[src/rtl/cardtrk_pkg.sv]
package cardtrk_pkg;

  typedef enum logic [2:0] {
    PH_IDLE = 3'd0,
    PH_ATR  = 3'd1,
    PH_CMD  = 3'd2,
    PH_PEND = 3'd3,
    PH_OUT  = 3'd4,
    PH_PROC = 3'd5
  } phase_t;

  typedef enum logic [1:0] {
    SYM_RESET = 2'd0,
    SYM_INTR  = 2'd1,
    SYM_START = 2'd2,
    SYM_STOP  = 2'd3
  } sym_t;

  typedef enum logic [1:0] {
    RSP_OPEN  = 2'd0,
    RSP_FIXED = 2'd1,
    RSP_PROC  = 2'd2
  } rsp_t;

endpackage

[src/rtl/cardtrk_cmd_decode.sv]
module cardtrk_cmd_decode
  import cardtrk_pkg::*;
#(
  parameter int DATA_W = 8
) (
  input  logic [DATA_W-1:0] ctrl,
  output rsp_t              rsp,
  output logic              unknown
);

  localparam logic [DATA_W-1:0] OP_RD_MAIN  = DATA_W'(8'h30);
  localparam logic [DATA_W-1:0] OP_RD_SEC   = DATA_W'(8'h31);
  localparam logic [DATA_W-1:0] OP_CMP_VER  = DATA_W'(8'h33);
  localparam logic [DATA_W-1:0] OP_RD_PROT  = DATA_W'(8'h34);
  localparam logic [DATA_W-1:0] OP_WR_MAIN  = DATA_W'(8'h38);
  localparam logic [DATA_W-1:0] OP_WR_SEC   = DATA_W'(8'h39);
  localparam logic [DATA_W-1:0] OP_WR_PROT  = DATA_W'(8'h3C);

  always_comb begin
    unknown = 1'b0;
    rsp     = RSP_OPEN;
    case (ctrl)
      OP_RD_MAIN:                         rsp = RSP_OPEN;
      OP_RD_SEC, OP_RD_PROT:              rsp = RSP_FIXED;
      OP_CMP_VER, OP_WR_MAIN,
      OP_WR_SEC, OP_WR_PROT:              rsp = RSP_PROC;
      default: begin
        rsp     = RSP_OPEN;
        unknown = 1'b1;
      end
    endcase
  end

endmodule

[src/rtl/cardtrk_satcnt.sv]
module cardtrk_satcnt #(
  parameter int W = 16
) (
  input  logic         clk,
  input  logic         rst,
  input  logic         clr,
  input  logic         load_one,
  input  logic         step,
  output logic [W-1:0] q,
  output logic [W-1:0] q_inc
);

  localparam logic [W-1:0] MAXV = {W{1'b1}};

  assign q_inc = (q == MAXV) ? MAXV : q + W'(1);

  always_ff @(posedge clk) begin
    if (rst || clr) q <= '0;
    else if (load_one) q <= W'(1);
    else if (step) q <= q_inc;
  end

  AST_CNT_HOLD_MAX: assert property (@(posedge clk) disable iff (rst)
    (q == MAXV && step && !clr && !load_one) |=> (q == MAXV));

endmodule

[src/rtl/card_txn_tracker.sv]
module card_txn_tracker
  import cardtrk_pkg::*;
#(
  parameter int DATA_W    = 8,
  parameter int CNT_W     = 16,
  parameter int ATR_LEN   = 4,
  parameter int CMD_LEN   = 3,
  parameter int FIXED_LEN = 4
) (
  input  logic              clk,
  input  logic              rst,
  input  logic              sym_valid,
  input  logic [1:0]        sym_kind,
  input  logic              bit_valid,
  input  logic              bit_io,
  input  logic              byte_valid,
  input  logic [DATA_W-1:0] byte_data,
  output logic [2:0]        phase,
  output logic [DATA_W-1:0] cmd_ctrl,
  output logic [DATA_W-1:0] cmd_addr,
  output logic [DATA_W-1:0] cmd_data,
  output logic              cmd_unknown,
  output logic              cmd_done,
  output logic              txn_done,
  output logic [2:0]        txn_phase,
  output logic [CNT_W-1:0]  proc_cycles
);

  localparam int MAX_LEN_A = (ATR_LEN > FIXED_LEN) ? ATR_LEN : FIXED_LEN;
  localparam int MAX_LEN   = (MAX_LEN_A > CMD_LEN) ? MAX_LEN_A : CMD_LEN;
  localparam int BC_W      = $clog2(MAX_LEN + 1);

  phase_t phase_q, ph_n;
  rsp_t   rsp_q, rsp_n, dec_rsp;
  logic   dec_unknown;

  logic [BC_W-1:0]  bc_q, bc_inc;
  logic [CNT_W-1:0] pc_q, pc_inc;
  logic             bc_clr, bc_step;
  logic             pc_clr, pc_load, pc_step;

  logic             tdone_n, cdone_n, cap_n;
  phase_t           tph_n;
  logic [CNT_W-1:0] cap_val;
  logic             wr_ctrl, wr_addr, wr_data;

  logic sym_fire, bit_fire, byte_fire;
  logic in_stream;

  // Event priority: symbol, then bit, then byte
  assign sym_fire  = sym_valid;
  assign bit_fire  = bit_valid & ~sym_valid;
  assign byte_fire = byte_valid & ~sym_valid & ~bit_valid;
  assign in_stream = (phase_q == PH_OUT) || (phase_q == PH_PROC);

  cardtrk_cmd_decode #(.DATA_W(DATA_W)) u_dec (
    .ctrl    (cmd_ctrl),
    .rsp     (dec_rsp),
    .unknown (dec_unknown)
  );

  cardtrk_satcnt #(.W(BC_W)) u_bytecnt (
    .clk      (clk),
    .rst      (rst),
    .clr      (bc_clr),
    .load_one (1'b0),
    .step     (bc_step),
    .q        (bc_q),
    .q_inc    (bc_inc)
  );

  cardtrk_satcnt #(.W(CNT_W)) u_proccnt (
    .clk      (clk),
    .rst      (rst),
    .clr      (pc_clr),
    .load_one (pc_load),
    .step     (pc_step),
    .q        (pc_q),
    .q_inc    (pc_inc)
  );

  always_comb begin
    ph_n    = phase_q;
    rsp_n   = rsp_q;
    bc_clr  = 1'b0;
    bc_step = 1'b0;
    pc_clr  = 1'b0;
    pc_load = 1'b0;
    pc_step = 1'b0;
    tdone_n = 1'b0;
    tph_n   = phase_q;
    cap_n   = 1'b0;
    cap_val = pc_q;
    cdone_n = 1'b0;
    wr_ctrl = 1'b0;
    wr_addr = 1'b0;
    wr_data = 1'b0;

    if (sym_fire) begin
      if (sym_kind != SYM_STOP) begin
        // flush whatever is open, then enter the new phase
        tdone_n = (phase_q != PH_IDLE);
        cap_n   = (phase_q == PH_PROC);
        bc_clr  = 1'b1;
        pc_clr  = 1'b1;
        case (sym_kind)
          SYM_RESET: ph_n = PH_ATR;
          SYM_START: begin
            ph_n  = PH_CMD;
            rsp_n = RSP_OPEN;
          end
          default:   ph_n = PH_IDLE;
        endcase
      end else if (!in_stream) begin
        ph_n   = PH_PEND;
        bc_clr = 1'b1;
      end
    end else if (bit_fire) begin
      if (phase_q == PH_PEND) begin
        case (rsp_q)
          RSP_PROC: begin
            ph_n    = PH_PROC;
            pc_load = 1'b1;
            if (bit_io) begin
              tdone_n = 1'b1;
              tph_n   = PH_PROC;
              cap_n   = 1'b1;
              cap_val = CNT_W'(1);
              ph_n    = PH_IDLE;
            end
          end
          default: ph_n = PH_OUT;
        endcase
      end else if (phase_q == PH_PROC) begin
        pc_step = 1'b1;
        if (bit_io) begin
          tdone_n = 1'b1;
          cap_n   = 1'b1;
          cap_val = pc_inc;
          ph_n    = PH_IDLE;
        end
      end
    end else if (byte_fire) begin
      case (phase_q)
        PH_ATR: begin
          bc_step = 1'b1;
          if (bc_inc == BC_W'(ATR_LEN)) begin
            tdone_n = 1'b1;
            ph_n    = PH_IDLE;
          end
        end
        PH_CMD: begin
          bc_step = 1'b1;
          if (bc_q == BC_W'(0)) wr_ctrl = 1'b1;
          else if (bc_q == BC_W'(1)) wr_addr = 1'b1;
          else wr_data = 1'b1;
          if (bc_inc == BC_W'(CMD_LEN)) begin
            cdone_n = 1'b1;
            rsp_n   = dec_rsp;
            ph_n    = PH_IDLE;
          end
        end
        PH_OUT: begin
          bc_step = 1'b1;
          if (rsp_q == RSP_FIXED && bc_inc == BC_W'(FIXED_LEN)) begin
            tdone_n = 1'b1;
            ph_n    = PH_IDLE;
          end
        end
        default: ;
      endcase
    end
  end

  always_ff @(posedge clk) begin
    if (rst) begin
      phase_q     <= PH_IDLE;
      rsp_q       <= RSP_OPEN;
      cmd_ctrl    <= '0;
      cmd_addr    <= '0;
      cmd_data    <= '0;
      cmd_unknown <= 1'b0;
      cmd_done    <= 1'b0;
      txn_done    <= 1'b0;
      txn_phase   <= PH_IDLE;
      proc_cycles <= '0;
    end else begin
      phase_q   <= ph_n;
      rsp_q     <= rsp_n;
      cmd_done  <= cdone_n;
      txn_done  <= tdone_n;
      txn_phase <= tph_n;
      if (wr_ctrl) cmd_ctrl <= byte_data;
      if (wr_addr) cmd_addr <= byte_data;
      if (wr_data) cmd_data <= byte_data;
      if (cdone_n) cmd_unknown <= dec_unknown;
      if (cap_n) proc_cycles <= cap_val;
    end
  end

  assign phase = phase_q;

  AST_ATR_ENTRY: assert property (@(posedge clk) disable iff (rst)
    (sym_valid && sym_kind == SYM_RESET) |=> (phase == PH_ATR));

  AST_CMD_ENTRY: assert property (@(posedge clk) disable iff (rst)
    (sym_valid && sym_kind == SYM_START) |=> (phase == PH_CMD));

  AST_STOP_IGNORED: assert property (@(posedge clk) disable iff (rst)
    (sym_valid && sym_kind == SYM_STOP &&
     (phase == PH_OUT || phase == PH_PROC)) |=> $stable(phase));

  AST_PROC_END: assert property (@(posedge clk) disable iff (rst)
    (phase == PH_PROC && bit_valid && !sym_valid && bit_io)
      |=> (txn_done && phase == PH_IDLE && txn_phase == PH_PROC));

  AST_FLUSH_STROBE: assert property (@(posedge clk) disable iff (rst)
    (sym_valid && sym_kind != SYM_STOP && phase != PH_IDLE)
      |=> (txn_done && txn_phase == $past(phase)));

  AST_ONE_EVENT_CLASS: assert property (@(posedge clk) disable iff (rst)
    (sym_valid && byte_valid && phase == PH_IDLE && sym_kind == SYM_INTR)
      |=> (!cmd_done && !txn_done));

endmodule

[config.mk]
export PLATFORM = sky130hd
export DESIGN_NAME = card_txn_tracker
export DESIGN_NICKNAME = d
export VERILOG_FILES = /design/src/rtl/cardtrk_pkg.sv /design/src/rtl/cardtrk_cmd_decode.sv /design/src/rtl/cardtrk_satcnt.sv /design/src/rtl/card_txn_tracker.sv
export SDC_FILE = /design/constraint.sdc
export NUM_CORES = 1
export LEC_CHECK = 0
export BUFFER_PORTS_ARGS = -buffer_cell sky130_fd_sc_hd__buf_2
export CAP_MARGIN = 20
export CELL_PAD_IN_SITES_DETAIL_PLACEMENT = 0
export CELL_PAD_IN_SITES_GLOBAL_PLACEMENT = 2
export CORE_MARGIN = 1
export CORE_UTILIZATION = 25
export CTS_BUF_LIST = sky130_fd_sc_hd__clkbuf_8
export DETAILED_ROUTE_END_ITERATION = 7
export MAX_ROUTING_LAYER = met4
export PLACE_DENSITY_LB_ADDON = 0.1
export SKIP_LAST_GASP = 1
export SYNTH_ARGS = -nofsm -noshare
export SYNTH_HDL_FRONTEND = slang
export SYNTH_SLANG_ARGS = --single-unit
export TNS_END_PERCENT = 5
[constraint.sdc]
create_clock -name clk -period 2.8 [get_ports clk]
set_clock_uncertainty 0.05 [all_clocks]
set_input_delay 0.56 -clock clk [delete_from_list [all_inputs] [get_ports clk]]
set_output_delay 0.56 -clock clk [all_outputs]
set_load 0.02 [all_outputs]
; After elaboration in Yosys (flattened, before gate mapping)
; Cells that the tools add are included.
[word_totals]
regBits = 70
inputBits = 16
wordCells = 163
[classes]
add_sub_neg = 2
eq_ne = 30
muxes = 93
n_bitwise = 5
reduce_logical = 20
[op_table]
columns = operator, n
row1 = two-way mux 16 bit, 8
row2 = two-way mux 3 bit, 19
row3 = == test 8 x 6 -> 1 bit (second input constant), 7
row4 = two-way mux 1 bit, 55
row5 = adder 16 x 1 -> 16 bit (second input constant), 1
row6 = == test 16 bit (second input constant), 1
row7 = two-way mux 2 bit, 7
row8 = == test 3 bit (second input constant), 4
row9 = == test 3 x 2 -> 1 bit (second input constant), 3
row10 = one-hot mux 3 bit (3 select lines), 1
row11 = != test 4 x 3 -> 1 bit (second input constant), 2
row12 = != test 4 bit (second input constant), 2
row13 = one-hot mux 2 bit (2 select lines), 2
row14 = AND reduction 8 bit, 1
row15 = nonzero test 2 bit, 4
row16 = OR reduction 7 bit, 1
row17 = == test 3 x 1 -> 1 bit (second input constant), 2
row18 = AND reduction 6 bit, 1
row19 = nonzero test 3 bit, 2
row20 = nonzero test 5 bit, 1
row21 = == test 2 bit (second input constant), 2
row22 = != test 2 x 1 -> 1 bit (second input constant), 2
row23 = != test 2 bit (second input constant), 2
row24 = != test 4 x 2 -> 1 bit (second input constant), 1
row25 = other kinds (13), 19

; Logic depth before layout (Yosys ltp)
[logic_depth]
word_depth = 9
mapped_depth = 8
depth_no_buf = 7

; By module
; From an unflattened synthesis, not the netlist that was laid out.
[unflattened]
cells_unflattened = 446
area_unflattened_um2 = 3867.5
[modules_own_cells]
columns = mod, n_inst, cells_per_inst, area_per_inst_um2, seq_area_each_um2
row1 = card_txn_tracker, 1, 268, 2492.4, 1021.0
row2 = cardtrk_satcnt (u_proccnt), 1, 149, 1151.1, 320.3
row3 = cardtrk_satcnt (u_bytecnt), 1, 17, 153.9, 60.1
row4 = cardtrk_cmd_decode, 1, 12, 70.1, 0.0

; Worst setup path after synthesis
; Ideal clock, no wire load.
[synth_timing]
kind = flip-flop to flip-flop
from = register u_bytecnt.q[0]
to = register rsp_q[0]
setup_time_ns = 0.065
arrival_ns = 1.999
t_required_ns = 2.685
setup_slack_ns = 0.685
stages_incl_launch_ff = 9
n_path_buf = 1
cell_sequence = dfxtp_1 > inv_1 > ha_1 > or4b_4 > or3_1 > buf_2 > nor4_2 > a31oi_1 > nor2_1
[synth_between]
elab_chain_len = 5
word_cells_on_any_way = 6
classes_between = add/sub: 1 / eq/ne: 2 / mux: 1 / reduce/logical: 2
[synth_lines]
columns = element, line_no
row1 = "start, declared", cardtrk_satcnt.sv:9  ; output logic [W-1:0] q,
row2 = "start signal, assigned", cardtrk_satcnt.sv:20  ; else if (step) q <= q_inc;
row3 = adder 3 x 1 -> 3 bit or == test 3 bit (tied branches), cardtrk_satcnt.sv:15  ; assign q_inc = (q == MAXV) ? MAXV : q + W'(1);
row4 = two-way mux 3 bit (*), cardtrk_satcnt.sv:15
row5 = == test 3 x 2 -> 1 bit (*), card_txn_tracker.sv:157  ; if (bc_inc == BC_W'(CMD_LEN)) begin
row6 = nonzero test 2 bit (no line) (*), --
row7 = AND reduction 6 bit (no line) (*), --
row8 = "end signal, assigned", card_txn_tracker.sv:189  ; rsp_q <= rsp_n;
row9 = "end, declared", card_txn_tracker.sv:34  ; rsp_t rsp_q, rsp_n, dec_rsp;
; Every way passes the cells marked *; elsewhere a longest branch is shown, timed or not.
; A chain may end at the register's enable or synchronous reset.

; Final worst setup path
[layout_timing]
from = register u_bytecnt.q[0]
to = register phase_q[0], in the netlist phase[0]
[layout_between]
elab_chain_len = 6
word_cells_on_any_way = 10
classes_between = add/sub: 1 / eq/ne: 6 / mux: 1 / reduce/logical: 2
[layout_lines]
columns = element, line_no
row1 = adder 3 x 1 -> 3 bit or == test 3 bit (tied branches), cardtrk_satcnt.sv:15
row2 = two-way mux 3 bit (*), cardtrk_satcnt.sv:15
row3 = == test 3 bit, "card_txn_tracker.sv:147, card_txn_tracker.sv:165"
row4 = logical AND 1 bit, card_txn_tracker.sv:165  ; if (rsp_q == RSP_FIXED && bc_inc == BC_W'(FIXED_LEN)) begin
row5 = != test 4 x 3 -> 1 bit (no line), --
row6 = AND reduction 8 bit (no line) (*), --
row7 = "end signal, assigned", card_txn_tracker.sv:188  ; phase_q <= ph_n;
row8 = "end, declared", card_txn_tracker.sv:33  ; phase_t phase_q, ph_n;
; Marked as above.

==> metrics.md <==
| Metric | Value |
|---|---|
| Standard-cell rows | `43` |
| Synth async-reset ratio | `0%` |
| DRT iter0 DRCs | `about 230` |
| Total die area | `0.01480 sq mm` |
| CTS H-tree lvls | `3` |
| Final period util | `slightly above 80%` |
| Maximum clock path buffer count | `2` |
| Synthesized net count | `434` |
| Root Buffer | `clkbuf_8` |
| GRT Total Usage | `between 10% and 20%` |
| RSZ-0062 raised after global routing | `false` |
| Number of synthesized flops with an enable pin | `0` |
| Post_cts resized | `0` |
| Status | `complete, no violations` |
| Sequential area share after synthesis | `between 30 and 40%` |
| GP Congestion | `roughly 0.76` |
| Setup Buffers After CTS | `0` |
| Share of cells above drive strength 1 | `about a quarter` |
| DRT Pass-1 Iters | `4` |
| Top achievable clock speed | `about 430 MHz` |
| Total leakage power | `between 1.5 and 2 nW` |
| Largest net degree at the start of global routing | `31` |
| Via density | `about 4.9` |
| Design Area, Final | `about 0.0044 sq mm` |
| Top FF cell, synth | `dfxtp_1` |
| Synth area leaders | `dfxtp_1, mux2i_1, nor2_1` |
| DIE WIDTH | `121.7 um` |
| Reg area | `0.001401 sq mm` |
| Slew @ Worst Pin | `about 0.63 ns` |
| Placed cell area | `around 0.0041 sq mm` |
| Clk_lat worst skew | `about 0.37 ns` |
| Area growth from synthesis to layout | `21.81%` |
| I/O pin count | `between 60 and 70` |
| Unique masters post-synth | `slightly above 60` |
| Clock slew at reported path FFs | `around 0.090 ns` |
| CTS tree | `yes` |
| Max-Cap Viols | `0` |
| Drt wl/cell | `between 15 and 20 um` |
| Synthesized instance count | `411` |
| Area of the core | `0.01393 sq mm` |
| Placed Cells incl. Taps | `646` |
| Slowest-stage cell, CP | `or4b_4` |
| Area of the mapped netlist | `~0.0036 sq mm` |
| Synth top area share | `39.15%` |
| CP startpoint kind | `flop` |
| Min-delay worst type | `input pin to flop` |
| Initial antenna violation count | `0` |
| Most frequent cells in the layout | `dfxtp_1, buf_2, nor2_1` |
| CP max FO | `7` |
| Final Max Slew Viols | `0` |
| Setup-failing EPs final | `0` |
| TritonCTS buffer count | `9` |
| Final Hold Vio Count | `0` |
| Placed wire-length estimate | `roughly 7800 um` |
| Commonest non-fill, non-tap cell in the layout | `dfxtp_1` |
| WP data required | `between 3 and 4 ns` |
| Syn_area_per_cell | `approximately 8.7 sq um` |
| TritonCTS sink count | `70` |
| Vias in the first global route | `3161` |
| Largest area contributor in the netlist | `dfxtp_1` |
| DRT antenna net count | `0` |
| Relative slew margins | `approximately 57%` |
| Setup crit end kind | `flop` |
| Initial Utilization | `around 26%` |
| GRT overflow | `0` |
| DRC Markers | `0` |
| Input/output buffers | `64` |
| Post-CTS Hold Buffers | `0` |
| Pwr/cell area | `approximately 480 mW/mm^2` |
| Worst setup path class | `flop to flop` |
| Cell Chain, Critical Path | `inv_1 -> ha_1 -> or4b_4 -> nand3b_1 -> a2111oi_0 -> nor3b_1 -> mux2_2` |
| Final wirelength | `roughly 11000 um` |
| Setup TNS | `0 ns` |
| Multi-input logic area | `0.002024 sq mm` |
| # fillers | `approximately 1500` |
| Yosys warnings | `0` |
| Min cycle time layout | `between 2 and 2.5 ns` |
| First-pass GRT wire length | `about 18000 um` |
| Ant diodes | `0` |
| #FFs+latches synth | `70` |
| Final hold slack | `0.4043 ns` |
| Final std cells w/o fill | `662` |
| Arrival @ worst endpoint | `approximately 2.5 ns` |
| CP peak stage delay | `between 0.4 and 0.5 ns` |
| Worst vdd ir | `0.1828 mV` |
| Die Ht | `roughly 120 um` |
| Routed via count | `between 3000 and 4000` |
| Fin nets | `500` |
-- power breakdown --
group / internal [mW] / switching [mW]
clock network: 0.532 / 0.444
registers: 1.00 / 0.00615
logic: 0.0362 / 0.0690
total: 1.57 / 0.519
-- final timing paths --
kind / cells after the start / endpoint / slack (ns) / from
max reg2reg: 7 / phase[0] / 0.50 / u_bytecnt.q[0]
max: 7 / phase[0] / 0.50 / u_bytecnt.q[0]
min: 3 / cmd_ctrl[2] / 0.40 / byte_data[2]
min reg2reg: 2 / cmd_data[7] / 0.44 / cmd_data[7]
-- metrics by stage --
stage | power, mW | utilization, % | worst slack [ns]
after detailed placement | 1.135 | 29.63 | 0.2704
after global placement | 1.137 | 29.63 | 0.3510
after CTS | 2.127 | 31.29 | 0.4776
after global routing | 2.170 | 31.29 | 0.2495
final | 2.087 | 31.29 | 0.4977
after floorplan | 1.087 | - | 0.6855
-- cell usage after synthesis (2+ instances only) --
cell	n
o21ai_1	8
ha_1	7
and3b_1	4
nor2_1	54
a311oi_1	5
a211oi_1	19
a21oi_1	19
mux2_2	2
nor4_1	4
buf_2	12
mux2i_1	27
o211ai_1	6
nor3_1	10
nand3_1	8
o21ai_0	26
a211oi_2	3
a31oi_1	5
or3b_2	2
o2bb2ai_1	2
dfxtp_1	70
clkbuf_1	12
nand2b_1	4
and3_1	7
a211o_1	3
nand2_1	24
inv_1	6
nor2b_1	7
xor2_1	6
o31ai_1	4
o22ai_1	2
nand3b_1	2
xnor2_1	4
buf_6	2
and2_1	2
nand4_1	4
and4_1	3
-- critical path: cells and delay by family (launching register included) --
family	cells	cell delay (ns)
and+or+nand+nor	3	0.83
DFF	1	0.45
muxes	1	0.35
adders and majority gates	1	0.31
AOI/OAI and AO/OA	1	0.13
buffers and inverters	1	0.07
-- per-layer routing --
metal  up-vias  global-route usage [%]  share of wire (%)
li1       1639                       -                  -
met1      1531                   23.50                 53
met2        73                   22.66                 41
met3        17                   2.949                4.1
met4         0                   6.481                1.7
met5         -                       -                  0
-- cells by family (layout without fill, tap and decap cells) --
group	after synthesis	in the layout	share of synthesized area, %
buf+inv	33	104	4.299
flops	70	70	39.15
mux	29	29	8.179
simple gates	148	148	22.06
xor+xnor	10	10	2.447
compound gates	114	114	21.43
fa+ha+maj	7	7	2.447
-- sequential cells by signal (all words and copies together) (netlist names), 2 cells and up --
name         cells
proc_cycles     16
u_proccnt.q     16
cmd_addr         8
cmd_ctrl         8
cmd_data         8
phase            3
txn_phase        3
u_bytecnt.q      3
rsp_q            2
-- area by class of cell --
class | instances | share of cell area, %
Sequential cell | 70 | 32.14
Multi-Input combinational cell | 308 | 46.43
Inverter | 6 | 0.5165
Tap cell | 180 | 5.165
Timing Repair Buffer | 82 | 10.44
Clock buffer | 10 | 3.156
Clock inverter | 6 | 2.152
Power figures use the tool's default switching activity.
